[src/rtl/apfl_pkg.sv]
package apfl_pkg;
  localparam int FNUM_W  = 5;
  localparam int TYPE_W  = 4;
  localparam int MODE_W  = 2;
  localparam int FCODE_W = TYPE_W + MODE_W + FNUM_W;

  localparam logic [TYPE_W-1:0] ACC_ADDR_FETCH = 4'd0;
  localparam logic [TYPE_W-1:0] ACC_OPERAND    = 4'd1;
  localparam logic [TYPE_W-1:0] ACC_WRITE      = 4'd2;
  localparam logic [TYPE_W-1:0] ACC_INTERLOCK  = 4'd3;
  localparam logic [TYPE_W-1:0] ACC_IFETCH     = 4'd4;
  localparam logic [TYPE_W-1:0] ACC_IFETCH_JMP = 4'd5;

  localparam logic [FNUM_W-1:0] FLT_NONE    = 5'h00;
  localparam logic [FNUM_W-1:0] FLT_ACCESS  = 5'h0D;
  localparam logic [FNUM_W-1:0] FLT_SEG_OFF = 5'h0E;

  typedef enum logic [1:0] {
    PERM_DENY = 2'd0,
    PERM_EXEC = 2'd1,
    PERM_RDEX = 2'd2,
    PERM_FULL = 2'd3
  } perm_t;
endpackage

[src/rtl/apfl_perm_check.sv]
module apfl_perm_check
  import apfl_pkg::*;
(
  input  logic [7:0]        acc_field,
  input  logic [MODE_W-1:0] mode,
  input  logic [TYPE_W-1:0] acc_type,
  output logic              allow
);
  perm_t perm;
  logic  is_fetch;
  logic  is_read;

  // slot index is 3 - mode, i.e. the bitwise complement of the 2-bit mode
  always_comb perm = perm_t'(acc_field[{~mode, 1'b0} +: 2]);

  always_comb begin
    is_fetch = (acc_type == ACC_IFETCH) || (acc_type == ACC_IFETCH_JMP);
    is_read  = is_fetch || (acc_type == ACC_ADDR_FETCH) ||
               (acc_type == ACC_OPERAND) || (acc_type == ACC_INTERLOCK);
  end

  always_comb begin
    unique case (perm)
      PERM_DENY: allow = 1'b0;
      PERM_EXEC: allow = is_fetch;
      PERM_RDEX: allow = is_read;
      default:   allow = 1'b1;
    endcase
  end
endmodule

[src/rtl/apfl_seg_limit.sv]
module apfl_seg_limit #(
  parameter int OFF_W  = 17,
  parameter int MAXO_W = 14
) (
  input  logic [OFF_W-1:0]  offset,
  input  logic [MAXO_W-1:0] max_off,
  output logic              over
);
  localparam int LIM_W = MAXO_W + 4;

  logic [LIM_W-1:0] limit;
  logic [LIM_W-1:0] off_ext;

  always_comb begin
    limit   = ({4'b0, max_off} + LIM_W'(1)) << 3;
    off_ext = LIM_W'(offset);
    over    = off_ext >= limit;
  end
endmodule

[src/rtl/apfl_fault_regs.sv]
module apfl_fault_regs
  import apfl_pkg::*;
#(
  parameter int VA_W = 32
) (
  input  logic               clk,
  input  logic               rst_n,
  input  logic               cap,
  input  logic [TYPE_W-1:0]  acc_type,
  input  logic [MODE_W-1:0]  mode,
  input  logic [FNUM_W-1:0]  fnum,
  input  logic [VA_W-1:0]    vaddr,
  output logic [FCODE_W-1:0] code_q,
  output logic [VA_W-1:0]    addr_q
);
  always_ff @(posedge clk or negedge rst_n) begin
    if (!rst_n) begin
      code_q <= '0;
      addr_q <= '0;
    end else if (cap) begin
      code_q <= {acc_type, mode, fnum};
      addr_q <= vaddr;
    end
  end
endmodule

[src/rtl/perm_fault_logger.sv]
module perm_fault_logger
  import apfl_pkg::*;
#(
  parameter int VA_W   = 32,
  parameter int OFF_W  = 17,
  parameter int MAXO_W = 14
) (
  input  logic               clk,
  input  logic               rst_n,
  input  logic               req_valid,
  output logic               req_ready,
  input  logic [7:0]         req_acc_field,
  input  logic [MODE_W-1:0]  req_mode,
  input  logic [TYPE_W-1:0]  req_type,
  input  logic [VA_W-1:0]    req_vaddr,
  input  logic [MAXO_W-1:0]  req_max_off,
  input  logic [FNUM_W-1:0]  req_ext_fault,
  input  logic               capture_en,
  output logic               chk_ok,
  output logic [FNUM_W-1:0]  chk_fault,
  output logic [FCODE_W-1:0] flt_code,
  output logic [VA_W-1:0]    flt_addr
);
  logic allow;
  logic over;

  apfl_perm_check u_perm (
    .acc_field (req_acc_field),
    .mode      (req_mode),
    .acc_type  (req_type),
    .allow     (allow)
  );

  apfl_seg_limit #(.OFF_W(OFF_W), .MAXO_W(MAXO_W)) u_lim (
    .offset  (req_vaddr[OFF_W-1:0]),
    .max_off (req_max_off),
    .over    (over)
  );

  always_comb begin
    if (over)              chk_fault = FLT_SEG_OFF;
    else if (!allow)       chk_fault = FLT_ACCESS;
    else                   chk_fault = req_ext_fault;
    chk_ok    = (chk_fault == FLT_NONE);
    req_ready = 1'b1;
  end

  apfl_fault_regs #(.VA_W(VA_W)) u_regs (
    .clk      (clk),
    .rst_n    (rst_n),
    .cap      (req_valid && capture_en && !chk_ok),
    .acc_type (req_type),
    .mode     (req_mode),
    .fnum     (chk_fault),
    .vaddr    (req_vaddr),
    .code_q   (flt_code),
    .addr_q   (flt_addr)
  );
endmodule

[config.mk]
export PLATFORM = sky130hd
export DESIGN_NAME = perm_fault_logger
export DESIGN_NICKNAME = d
export VERILOG_FILES = /design/src/rtl/apfl_pkg.sv /design/src/rtl/apfl_perm_check.sv /design/src/rtl/apfl_seg_limit.sv /design/src/rtl/apfl_fault_regs.sv /design/src/rtl/perm_fault_logger.sv
export SDC_FILE = /design/constraint.sdc
export NUM_CORES = 1
export LEC_CHECK = 0
export BUFFER_PORTS_ARGS = -buffer_cell sky130_fd_sc_hd__buf_2
export CORE_ASPECT_RATIO = 0.5
export CORE_UTILIZATION = 35
export CTS_CLUSTER_DIAMETER = 120
export DETAILED_ROUTE_END_ITERATION = 8
export GPL_TIMING_DRIVEN = 0
export HOLD_SLACK_MARGIN = 0.1
export PLACE_DENSITY = 0.74
export SLEW_MARGIN = 20
export SYNTH_ARGS = -nofsm -noshare
export SYNTH_HDL_FRONTEND = slang
export SYNTH_SLANG_ARGS = --single-unit
[constraint.sdc]
create_clock -name clk -period 2.27 [get_ports clk]
set_input_delay 0 -clock clk [delete_from_list [all_inputs] [get_ports clk]]
set_output_delay 0 -clock clk [all_outputs]
set_load 0.03 [all_outputs]
# Yosys cells after proc, flatten, opt, wreduce, memory -nomap -nowiden
# Cells that the tools add are included.
# Widths: inputs -> output; s select.
[op_classes] n_addsub=1 reduce_logical=10 n_bitwise=1 order_cmp=1 mux=3 eq_ne=6 shifts=1
[ops] operator="$ge 17x18->1" n=1
[ops] operator="$add 14x1->15 const B" n=1
[ops] operator="$mux 5" n=2
[ops] operator="$eq 4x3->1 const B" n=2
[ops] operator="$shiftx 8x4->2" n=1
[ops] operator="$logic_not 5->1" n=1
[ops] operator="$eq 4x1->1 const B" n=1
[ops] operator="$eq 4x2->1 const B" n=1
[ops] operator="$logic_not 4->1" n=1
[ops] operator="$logic_or 1x1->1" n=4
[ops] operator="$pmux 1 s3" n=1
[ops] operator="$eq 2x1->1 const B" n=1
[ops] operator="$eq 2x2->1 const B" n=1
[ops] operator="$logic_and 1x1->1" n=2
[ops] operator="$logic_not 2->1" n=1
[ops] operator="$not 2->2" n=1
[ops] operator="$logic_not 1->1" n=1
[totals] output_inout_bits=50 word_cells=25 ff_bits=43

# Logic depth before layout (Yosys ltp)
# Gate-level depths: netlist of run 1.
[logic_depth] depth_word=11 depth_mapped=13 ltp_nobuf=12

# By module
# A second synthesis of run 1 with hierarchy kept.
[unflattened] hier_cells=187 area_unflattened_um2=2528.7
[modules_own_cells] module="apfl_fault_regs" area_each_um2=1801.7 cells_each=91 n_inst=1
[modules_own_cells] module="apfl_seg_limit" area_each_um2=560.5 cells_each=75 n_inst=1
[modules_own_cells] module="perm_fault_logger" area_each_um2=85.1 cells_each=13 n_inst=1
[modules_own_cells] module="apfl_perm_check" area_each_um2=81.3 cells_each=8 n_inst=1

# Least setup slack after synthesis of run 1
# OpenSTA, ideal clock, no wires.
[synth_path] path_type="input to register" from="input req_max_off[0]" to="register u_regs.addr_q[13]" required_ns=2.142 arrival_time_ns=2.762 stages=12 n_path_buf=1 setup_slack_ns=-0.620 path_cell_list="ha_1 -> nand3_2 -> or4_4 -> xor2_1 -> ha_1 -> nand4b_1 -> o41ai_1 -> o211ai_1 -> o311a_2 -> a31oi_1 -> buf_2 -> mux2_1"
[synth_between] elab_chain_cells=6
[synth_lines] item="start, declared" line="perm_fault_logger.sv:16" text="input logic [MAXO_W-1:0] req_max_off,"
[synth_lines] item="$add 14x1->15" line="apfl_seg_limit.sv:15" text="limit = ({4'b0, max_off} + LIM_W'(1)) << 3;"
[synth_lines] item="$ge 17x18->1" line="apfl_seg_limit.sv:17" text="over = off_ext >= limit;"
[synth_lines] item="$mux 5" line="perm_fault_logger.sv:41" text="if (over) chk_fault = FLT_SEG_OFF;"
[synth_lines] item="$logic_not 5->1" line="perm_fault_logger.sv:44" text="chk_ok = (chk_fault == FLT_NONE);"
[synth_lines] item="$logic_not 1->1" line="perm_fault_logger.sv:51" text=".cap (req_valid && capture_en && !chk_ok),"
[synth_lines] item="$logic_and 1x1->1" line="perm_fault_logger.sv:51"
[synth_lines] item="end signal, assigned" line="apfl_fault_regs.sv:22" text="addr_q <= vaddr;"
[synth_lines] item="end, declared" line="apfl_fault_regs.sv:14" text="output logic [VA_W-1:0] addr_q"
# No other way between the ends.
# A chain may end at the register's enable or synchronous reset.

# Worst setup path after layout of run 1
[layout_path] from="input req_max_off[0]" to="output chk_fault[2]"
[layout_between] elab_chain_cells=3
[layout_lines] item="$add 14x1->15" line="apfl_seg_limit.sv:15"
[layout_lines] item="$ge 17x18->1" line="apfl_seg_limit.sv:17"
[layout_lines] item="$mux 5" line="perm_fault_logger.sv:41"
[layout_lines] item="end, declared" line="perm_fault_logger.sv:20" text="output logic [FNUM_W-1:0] chk_fault,"
# No other way between the ends.

==> reports/metrics.cfg, run 1 <==
[timing]
fin_crit_sh = 1.31
rsz0062_at_grt = yes
worst_slew_pin_slew_ns = 0.580
layout_min_cycle_time_ns = 2.97
timing.fmax_mhz = 336
fin_worst_skew_ns = 0
hold_violations = 0
setup_viol = 49
maxSlewHeadroom = 0.614
finalMaxSlewViolations = 0
finalWorstSetupSlack_ns = -0.703

[logic_synthesis]
ys_seq_area_frac = 0.446
synth_edf_count = 0
yosys.cell_types.count = 41
yosys_most_used_dff = dfrtp_1
synth.avg_cell_area_sq_um = 12.1
synth_nets = 283
synth-async-reset-ratio = 1.00
ys_warn_count = 0
ys_ff_latch = 43
netlist_area_sq_mm = 0.00241
syn_inst = 199

[clock_network]
cts_buffers = 5
clock_path_buffers = 2
cts-root-buf = clkbuf_16
clk_pin_slew_worst_paths_ns = 0.06
cts.sinks = 43
clock_latency_ns = 0.29
htree_levels = 2
cts_tree = yes

[place]
port_buffers = 117
pre_cts_slack_ns = -0.917
placed_cells = 404
place_congestion = 0.823
hpwl_um = 4760

[pwr]
power_density_mw_per_mm2 = 671
vdd_drop_max_mv = 0.353
power.leakage_nw = 2.09

[global_routing]
grt_use_met3 = 0.0423
grt_pass1_vias = 2668
antenna_found_initial = 0
top_usage_layer = met2
grt_max_degree = 44
use_met1 = 0.270
use_met2 = 0.462
grt_pass1_wl_um = 13100
grt_usage = 0.241
overflow = 0

[floorplan]
die_y_um = 60.7
io-pin-count = 119
die_area_sq_mm = 0.00726
start_util = 0.380
dieWidth_um = 119
core.rowCount = 20
coreArea_sq_mm = 0.00636

[final_layout]
fill_cells = 417
finalNonFillerCells = 480
antenna_cells = 0
layout_common_cells = buf_2 (108), dfrtp_1 (43), dlygate4sd3_1 (42)
layout_commonest_cell = buf_2
drive_gt1_frac = 0.561
syn_to_final_growth_pct = 78.2
final_nets = 475
utilization = 0.677

[critical_path]
startpoint_type = primary input
crit_type = in2out
end_kind = primary output
cp_max_fo = 4
required_ns = 2.27
crit_arrival_ns = 2.97

[worst_hold_path]
hp-class = in2reg

[drt]
drc = 0
wl_per_cell_um = 19.9
ant_nets = 0
drt_iter0_drc = 185
via_per_inst = 5.28
drtPass1Iterations = 4
routed_wl_um = 9550
via_count = 2536

[run]
drv_cap = 0

[status]
violations = setup timing
status = finished, violations left

[worst paths after layout]
kind / startpoint / endpoint / slack [ns] / depth (start not counted)
worst max-delay path: req_max_off[0] / chk_fault[2] / -0.70 / 15
worst min-delay path: req_ext_fault[1] / u_regs.code_q[1] / 0.14 / 4
worst min register to register: u_regs.code_q[4] / u_regs.code_q[4] / 0.49 / 1
max in group asynchronous: rst_n / u_regs.addr_q[19] / 1.61 / 2
worst max register to register: u_regs.addr_q[31] / u_regs.addr_q[31] / 1.44 / 1
min in group asynchronous: rst_n / u_regs.addr_q[28] / 0.26 / 2
[per-layer routing]
layer / vias up / routed length [um]
met4: 0 / 354
met2: 125 / 4860
met5: - / 0
met1: 1263 / 3780
met3: 36 / 560
li1: 1112 / -
[sequential cells by signal (all words and copies together), names as in the netlist]
name and count:
u_regs.code_q 11, u_regs.addr_q 32
[critical path, cell delays in order]
cell and delay [ns]:
buf_8 0.08, ha_4 0.14, nand3_4 0.09, or4_4 0.56, xor2_2 0.18, ha_1 0.32, buf_6 0.14, a21oi_4 0.16
o41ai_4 0.11, o211ai_1 0.15, buf_4 0.18, o311ai_4 0.13, buf_4 0.20, or3_4 0.38, buf_6 0.15
[kinds of logic (layout without fill, tap and decap cells)]
kind of cell,after synthesis,count (layout),synth area share
other,1,1,0.00155
adder cells (fa/ha/maj),15,15,0.0777
AO/OA/AOI/OAI,27,27,0.0876
AND/OR/NAND/NOR,49,49,0.109
buffers and inverters,12,205,0.0249
multiplexers,40,40,0.210
XOR/XNOR,12,12,0.0435
flip-flops,43,43,0.446
[Yosys cell counts, types with 4 or more instances]
master / n / share of area
ha_1: 15 / 0.078
o21ai_0: 4 / 0.0083
xnor2_1: 7 / 0.025
xor2_1: 5 / 0.018
dfrtp_1: 43 / 0.45
mux2_1: 29 / 0.14
nor2_1: 12 / 0.019
inv_1: 7 / 0.011
a21oi_1: 6 / 0.012
nand3_1: 4 / 0.0083
nand2_1: 13 / 0.020
mux2_4: 9 / 0.056
[cell type report]
class                      count  area [sq um]  share of cell area
timing repair buffer         185          1300               0.302
buffer                         5          67.6              0.0157
tap                           88           110              0.0256
clock inverter                 3          47.5              0.0110
sequential                    43          1080               0.250
inverter                       7          26.3             0.00611
multi-input combinational    144          1550               0.361
clock buffer                   5           125              0.0291
[repair_timing]
action                                  4_1_cts  5_1_grt
setup buffers                                16       10
pin swaps                                    12       11
gates cloned                                  4        0
hold buffers                                 42        0
hold endpoints to repair                     84        0
endpoints found under the setup margin       49       49
resized for setup                            64       18
[where the power goes]
part / switching, mW / internal, mW / total, mW
clock network: 0.325 / 0.525 / 0.851
logic: 0.601 / 0.480 / 1.08
registers: 0.0746 / 0.882 / 0.957
total: 1.00 / 1.89 / 2.89
[stage by stage]
| step | cell area (sq um) | hold WS [ns] | setup TNS [ns] | power, mW |
|---|---|---|---|---|
| after detailed placement | 3210 | 0.220 | -37.78 | 1.75 |
| after global routing | 4300 | 0.150 | -32.11 | 2.99 |
| after floorplan | 2520 | -0.296 | -16.65 | 1.47 |
| after CTS | 4190 | 0.108 | -22.95 | 2.80 |
| final | 4300 | 0.139 | -29.67 | 2.89 |
| after global placement | 3210 | 0.189 | -36.57 | 1.73 |
Power figures use the tool's default switching activity.
==> inputs of run 2 (changes only) <==
--- a/config.mk
+++ b/config.mk
@@ -12,7 +12,7 @@
 export DETAILED_ROUTE_END_ITERATION = 8
 export GPL_TIMING_DRIVEN = 0
 export HOLD_SLACK_MARGIN = 0.1
-export PLACE_DENSITY = 0.74
+export PLACE_DENSITY = 0.64
 export SLEW_MARGIN = 20
 export SYNTH_ARGS = -nofsm -noshare
 export SYNTH_HDL_FRONTEND = slang
==> run 2 against run 1 <==
Effect of this change: the flow still finishes with violations (setup timing); sequential share of layout area is 0.63 points higher; hold slack improved by 0.020 ns; cell count is 1.5% lower; via count is 8.2% lower; critical path depth down 2; first-iteration DRC count decreased by 67%; fmax is 7.5% higher; die area is the same; register-to-register slack gained 0.05 ns; combinational power down 6%; clock-buffer cell count stayed put; critical path type is now in2reg.
==> reports/metrics.cfg, run 2 (synthesized netlist as in run 1, its figures left out) <==
[critical_path]
crit_arrival_ns = 2.93  ; was 2.97 ns
required_ns = 2.43  ; was 2.27 ns
reg2reg_from = u_regs.addr_q[18]  ; was u_regs.addr_q[31]
r2r-end = u_regs.addr_q[18]  ; was u_regs.addr_q[31]
crit_type = in2reg  ; was in2out
end_kind = register  ; was primary output
ff2ff_setup_slack_ns = 1.49  ; was 1.44 ns
cp_max_fo = 10  ; was 4
startpoint_type = primary input  ; unchanged
r2r_cells = 1  ; unchanged

[drt]
via_per_inst = 4.92  ; was 5.28
routed_wl_um = 7300  ; was 9550 um
highest_layer = met4  ; unchanged
wl_per_cell_um = 15.4  ; was 19.9 um
wl_met3_um = 289  ; was 560 um
wl_met2_um = 3740  ; was 4860 um
ant_nets = 0  ; unchanged
via_count = 2327  ; was 2536
drt_iter0_drc = 61  ; was 185
drc = 0  ; unchanged
wl_met1_um = 3170  ; was 3780 um
drtPass1Iterations = 4  ; unchanged

[floorplan]
core.rowCount = 20  ; unchanged
coreArea_sq_mm = 0.00636  ; unchanged
die_y_um = 60.7  ; unchanged
dieWidth_um = 119  ; unchanged
die_area_sq_mm = 0.00726  ; unchanged
io-pin-count = 119  ; unchanged
start_util = 0.380  ; unchanged

[timing]
setup_viol = 49  ; unchanged
hold_violations = 0  ; unchanged
fin_worst_skew_ns = 0  ; unchanged
fin_crit_sh = 1.22  ; was 1.31
timing.fmax_mhz = 362  ; was 336 MHz
worst_slew_pin_slew_ns = 1.00  ; was 0.580 ns
finalWorstSetupSlack_ns = -0.495  ; was -0.703 ns
layout_min_cycle_time_ns = 2.76  ; was 2.97 ns
finalMaxSlewViolations = 0  ; unchanged
maxSlewHeadroom = 0.331  ; was 0.614
rsz0062_at_grt = yes  ; unchanged

[place]
hpwl_um = 4700  ; was 4760 um
place_area_sq_mm = 0.00321  ; unchanged
port_buffers = 117  ; unchanged
place_congestion = 0.832  ; was 0.823
pre_cts_slack_ns = -0.917  ; about the same

[final_layout]
regMostFlops = u_regs.addr_q  ; unchanged
fill_cells = 478  ; was 417
reg_top3 = u_regs.addr_q (32), u_regs.code_q (11)  ; unchanged
final_area_sq_mm = 0.00420  ; was 0.00430 sq mm
layout_commonest_cell = buf_2  ; unchanged
multi_input_area_sq_mm = 0.00155  ; about the same
final_nets = 470  ; was 475
antenna_cells = 0  ; unchanged
drive_gt1_frac = 0.535  ; was 0.561
largest_register_ffs = 32  ; unchanged
layout_common_cells = buf_2 (109), dlygate4sd3_1 (43), dfrtp_1 (43)  ; was buf_2 (108), dfrtp_1 (43), dlygate4sd3_1 (42)
regArea_sq_mm = 0.00108  ; unchanged
syn_to_final_growth_pct = 73.8  ; was 78.2%

[clock_network]
cts_buffers = 5  ; unchanged
clk_pin_slew_worst_paths_ns = 0.06  ; about the same
cts.sinks = 43  ; unchanged
clock_path_buffers = 2  ; unchanged
cts-root-buf = clkbuf_16  ; unchanged
cts_tree = yes  ; unchanged
clock_latency_ns = 0.28  ; was 0.29 ns
htree_levels = 2  ; unchanged

[pwr]
power.leakage_nw = 2.00  ; was 2.09 nW
power_frac_seq = 0.357  ; was 0.331
combPwrFrac = 0.383  ; was 0.374
p_sw_frac = 0.345  ; was 0.347
power_density_mw_per_mm2 = 628  ; was 671 mW/mm^2
internal_power_mw = 1.73  ; was 1.89 mW
pwr-share-clk = 0.260  ; was 0.295
vdd_drop_max_mv = 0.313  ; was 0.353 mV
p_sw_mw = 0.909  ; was 1.00 mW

[global_routing]
grt_pass1_vias = 2300  ; was 2668
grt_pass1_wl_um = 10700  ; was 13100 um
grt_usage = 0.195  ; was 0.241
antenna_found_initial = 0  ; unchanged
grt_max_degree = 44  ; unchanged
overflow = 0  ; unchanged

[worst_hold_path]
hp-class = in2reg  ; unchanged
hold_depth = 4  ; unchanged
holdPathEnd = u_regs.code_q[0]  ; was u_regs.code_q[1]
hp-start = req_ext_fault[0]  ; was req_ext_fault[1]

[status]
status = finished, violations left  ; unchanged
violations = setup timing  ; unchanged

[run]
drv_cap = 0  ; unchanged

[run 2: stage by stage]
stage / power [mW] / utilization / cells / hold WS (ns) / TNS, ns
after floorplan: 1.47 / - / 199 / -0.296 / -16.65
after global placement: 1.73 / 0.506 / 404 / 0.203 / -36.33
after detailed placement: 1.75 / 0.506 / 404 / 0.220 / -39.57
after CTS: 2.58 / 0.633 / 466 / 0.136 / -20.10
after global routing: 2.76 / 0.660 / 473 / 0.164 / -25.88
final: 2.64 / 0.660 / 473 / 0.158 / -20.42
[run 2: layout make-up]
| type | instances | share of cell area |
|---|---|---|
| tap | 88 | 0.0262 |
| sequential | 43 | 0.256 |
| buffer | 5 | 0.0143 |
| clock buffer | 5 | 0.0298 |
| multi-input combinational | 144 | 0.370 |
| timing repair buffer | 180 | 0.295 |
| inverter | 7 | 0.00626 |
| clock inverter | 1 | 0.00179 |
[run 2: power groups by stage]
stage	registers, mW	clock network (mW)	logic, mW
floorplan	1.18	0	0.288
global route	0.954	0.732	1.07
detailed placement	0.949	0	0.805
global placement	0.942	0	0.789
CTS	0.937	0.706	0.941
finish	0.941	0.686	1.01
[run 2: repair_timing]
action | CTS | global route
gates cloned | 1 | 1
resized for setup | 39 | 29
buffers inserted | 12 | 7
endpoints found under the hold margin | 85 | 0
pin swaps | 9 | 4
hold buffers | 43 | 0
setup endpoints to repair | 49 | 49
[run 2: worst max path at each step]
stage	end	startpoint	slack (ns)	depth (start not counted)
after floorplan	u_regs.addr_q[13]	req_max_off[0]	-0.43	12
after global placement	u_regs.addr_q[2]	req_max_off[0]	-0.86	14
after detailed placement	u_regs.code_q[8]	req_max_off[0]	-0.92	14
after CTS	u_regs.addr_q[18]	req_max_off[0]	-0.47	13
after global routing	u_regs.addr_q[8]	req_max_off[0]	-0.59	13
final	u_regs.addr_q[18]	req_max_off[0]	-0.49	13
[run 2: metal layers]
metal / vias to the layer above / track usage
met5: - / 0
met4: 0 / 0.0875
met3: 9 / 0.0395
met2: 59 / 0.348
met1: 1163 / 0.238
li1: 1096 / -
[run 2: critical path, cell delays in order]
cell	delay (ns)
buf_8	0.08
ha_4	0.14
nand3_4	0.09
or4_4	0.55
xor2_2	0.18
ha_4	0.29
nand4b_1	0.14
o41ai_4	0.26
o211ai_1	0.20
o311a_4	0.18
a31oi_4	0.27
buf_8	0.20
mux2_1	0.34
==> inputs of run 3 (changes only) <==
--- a/config.mk
+++ b/config.mk
@@ -13,6 +13,7 @@
 export GPL_TIMING_DRIVEN = 0
 export HOLD_SLACK_MARGIN = 0.1
 export PLACE_DENSITY = 0.64
+export SKIP_CTS_REPAIR_TIMING = 1
 export SLEW_MARGIN = 20
 export SYNTH_ARGS = -nofsm -noshare
 export SYNTH_HDL_FRONTEND = slang
==> run 3 against run 2 <==
Effect of this change: the run ends with hold timing, setup timing left; die area is the same; via count decreased by 3.5%; combinational power decreased by 6%; critical path type unchanged; sequential share of layout area grew 0.97 points; sequential cell count unchanged; critical endpoint unchanged.
==> reports/metrics.cfg, run 3 (synthesized netlist as in run 1, its figures left out) <==
[drt]
drc = 0  ; unchanged
drt_iter0_drc = 70  ; was 61
ant_nets = 0  ; unchanged
routed_wl_um = 6730  ; was 7300 um
drtPass1Iterations = 4  ; unchanged
via_per_inst = 4.85  ; was 4.92
wl_per_cell_um = 14.5  ; was 15.4 um
via_count = 2245  ; was 2327

[critical_path]
worst-path-buf-inv = 2  ; unchanged
crit_top_cell = ha_4
cp_cell_sequence = buf_8, ha_4, nand3_4, or4_4, xor2_2, ha_4, nand4b_1, o41ai_4, o211ai_1, o311a_4, a31oi_4, buf_6, mux2_1  ; was buf_8, ha_4, nand3_4, or4_4, xor2_2, ha_4, nand4b_1, o41ai_4, o211ai_1, o311a_4, a31oi_4, buf_8, mux2_1
crit_type = in2reg  ; unchanged
crit_arrival_ns = 2.96  ; was 2.93 ns
required_ns = 2.44  ; was 2.43 ns
startpoint_type = primary input  ; unchanged
end_kind = register  ; unchanged
cp_max_fo = 10  ; unchanged
crit_family = compound AO/OA/AOI/OAI gates  ; unchanged
crit_path_top_delay_cell = or4_4  ; unchanged
critPathMaxStageDelay_ns = 0.57  ; was 0.55 ns

[final_layout]
regMostFlops = u_regs.addr_q  ; unchanged
reg_top3 = u_regs.addr_q (32), u_regs.code_q (11)  ; unchanged
syn_to_final_growth_pct = 67.5  ; was 73.8%
final_nets = 460  ; was 470
largest_register_ffs = 32  ; unchanged
antenna_cells = 0  ; unchanged
drive_gt1_frac = 0.501  ; was 0.535
utilization = 0.636  ; was 0.660
layout_common_cells = buf_2 (109), dfrtp_1 (43), dlygate4sd3_1 (41)  ; was buf_2 (109), dlygate4sd3_1 (43), dfrtp_1 (43)
layout_commonest_cell = buf_2  ; unchanged
fill_cells = 481  ; was 478

[status]
status = finished, violations left  ; unchanged
violations = hold timing, setup timing  ; was setup timing

[timing]
hold_violations = 1  ; was 0
maxSlewHeadroom = 0.337  ; was 0.331
rsz0062_at_grt = yes  ; unchanged
finalMaxSlewViolations = 0  ; unchanged
layout_min_cycle_time_ns = 2.79  ; was 2.76 ns
finalWorstSetupSlack_ns = -0.521  ; was -0.495 ns
setup_viol = 49  ; unchanged
fin_crit_sh = 1.23  ; was 1.22
hold_ws_ns = -0.0231  ; was 0.158 ns
finalSetupTns_ns = -22.27  ; was -20.42 ns
timing.fmax_mhz = 358  ; was 362 MHz
fin_worst_skew_ns = 0  ; unchanged
worst_slew_pin_slew_ns = 0.994  ; was 1.00 ns

[pwr]
internal_power_mw = 1.69  ; was 1.73 mW
p_sw_mw = 0.890  ; was 0.909 mW
power.leakage_nw = 1.92  ; was 2.00 nW
power_frac_seq = 0.364  ; was 0.357
power_density_mw_per_mm2 = 637  ; was 628 mW/mm^2
pwr-share-clk = 0.267  ; was 0.260
vdd_drop_max_mv = 0.317  ; was 0.313 mV
combPwrFrac = 0.369  ; was 0.383
p_sw_frac = 0.345  ; about the same

[floorplan]
coreArea_sq_mm = 0.00636  ; unchanged
die_y_um = 60.7  ; unchanged
core.rowCount = 20  ; unchanged
io-pin-count = 119  ; unchanged
dieWidth_um = 119  ; unchanged
start_util = 0.380  ; unchanged
die_area_sq_mm = 0.00726  ; unchanged

[global_routing]
grt_usage = 0.167  ; was 0.195
grt_pass1_wl_um = 9140  ; was 10700 um
grt_pass1_vias = 1990  ; was 2300
overflow = 0  ; unchanged
antenna_found_initial = 0  ; unchanged
grt_max_degree = 44  ; unchanged

[run]
drv_cap = 0  ; unchanged

[clock_network]
clk_pin_slew_worst_paths_ns = 0.06  ; about the same
htree_levels = 2  ; unchanged
clock_latency_ns = 0.29  ; was 0.28 ns
cts_buffers = 5  ; unchanged
clock_path_buffers = 2  ; unchanged
cts_tree = yes  ; unchanged
cts-root-buf = clkbuf_16  ; unchanged
cts.sinks = 43  ; unchanged

[place]
place_congestion = 0.832  ; unchanged
pre_cts_slack_ns = -0.917  ; unchanged
hpwl_um = 4700  ; unchanged
port_buffers = 117  ; unchanged

[worst_hold_path]
hp-class = in2reg  ; unchanged

run 3: cell types whose count changed in the layout (fill, tap and decap cells not counted), sizes merged:
cell,previous run,this run
buf,142,134
dlygate4sd3,43,41
run 3: worst paths after layout:
kind | startpoint | end | slack, ns | cells past startpoint
worst max-delay path | req_max_off[0] | u_regs.addr_q[18] | -0.52 | 13
max in group asynchronous | rst_n | u_regs.addr_q[9] | 1.22 | 2
worst min register to register | u_regs.addr_q[13] | u_regs.addr_q[13] | 0.48 | 1
min in group asynchronous | rst_n | u_regs.code_q[9] | 0.43 | 2
worst max register to register | u_regs.addr_q[18] | u_regs.addr_q[18] | 1.49 | 1
worst min-delay path | req_vaddr[16] | u_regs.addr_q[16] | -0.02 | 2
run 3: routing by layer:
layer / vias to the layer above / GRT usage / share of wire / routed length, um
li1: 1075 / - / - / -
met1: 1111 / 0.203 / 0.45 / 3010
met2: 51 / 0.290 / 0.50 / 3390
met3: 8 / 0.0442 / 0.037 / 247
met4: 0 / 0.0768 / 0.013 / 88
met5: - / 0 / 0 / 0
run 3: per-stage QoR:
step	cell area, sq um	power (mW)	cells
6_report	4050	2.58	463
2_1_floorplan	2520	1.47	199
4_1_cts	3350	2.45	410
3_3_place_gp	3210	1.73	404
3_5_place_dp	3210	1.75	404
5_1_grt	4050	2.70	463
run 3: layout make-up:
| type | instances | area [sq um] | share of cell area |
|---|---|---|---|
| multi-input cells | 144 | 1500 | 0.370 |
| repair buffers | 170 | 1150 | 0.284 |
| flip-flops and latches | 43 | 1080 | 0.266 |
| clock buffers | 5 | 125 | 0.0309 |
| well taps | 88 | 110 | 0.0272 |
| plain buffers | 5 | 56.3 | 0.0139 |
| inverters | 7 | 26.3 | 0.00650 |
| clock inverters | 1 | 7.51 | 0.00186 |
run 3: power groups by stage:
stage	logic, mW	clock network, mW	registers, mW
2_1_floorplan	0.288	0	1.18
3_3_place_gp	0.789	0	0.942
3_5_place_dp	0.805	0	0.949
4_1_cts	0.807	0.706	0.936
5_1_grt	1.01	0.742	0.952
6_report	0.950	0.689	0.938
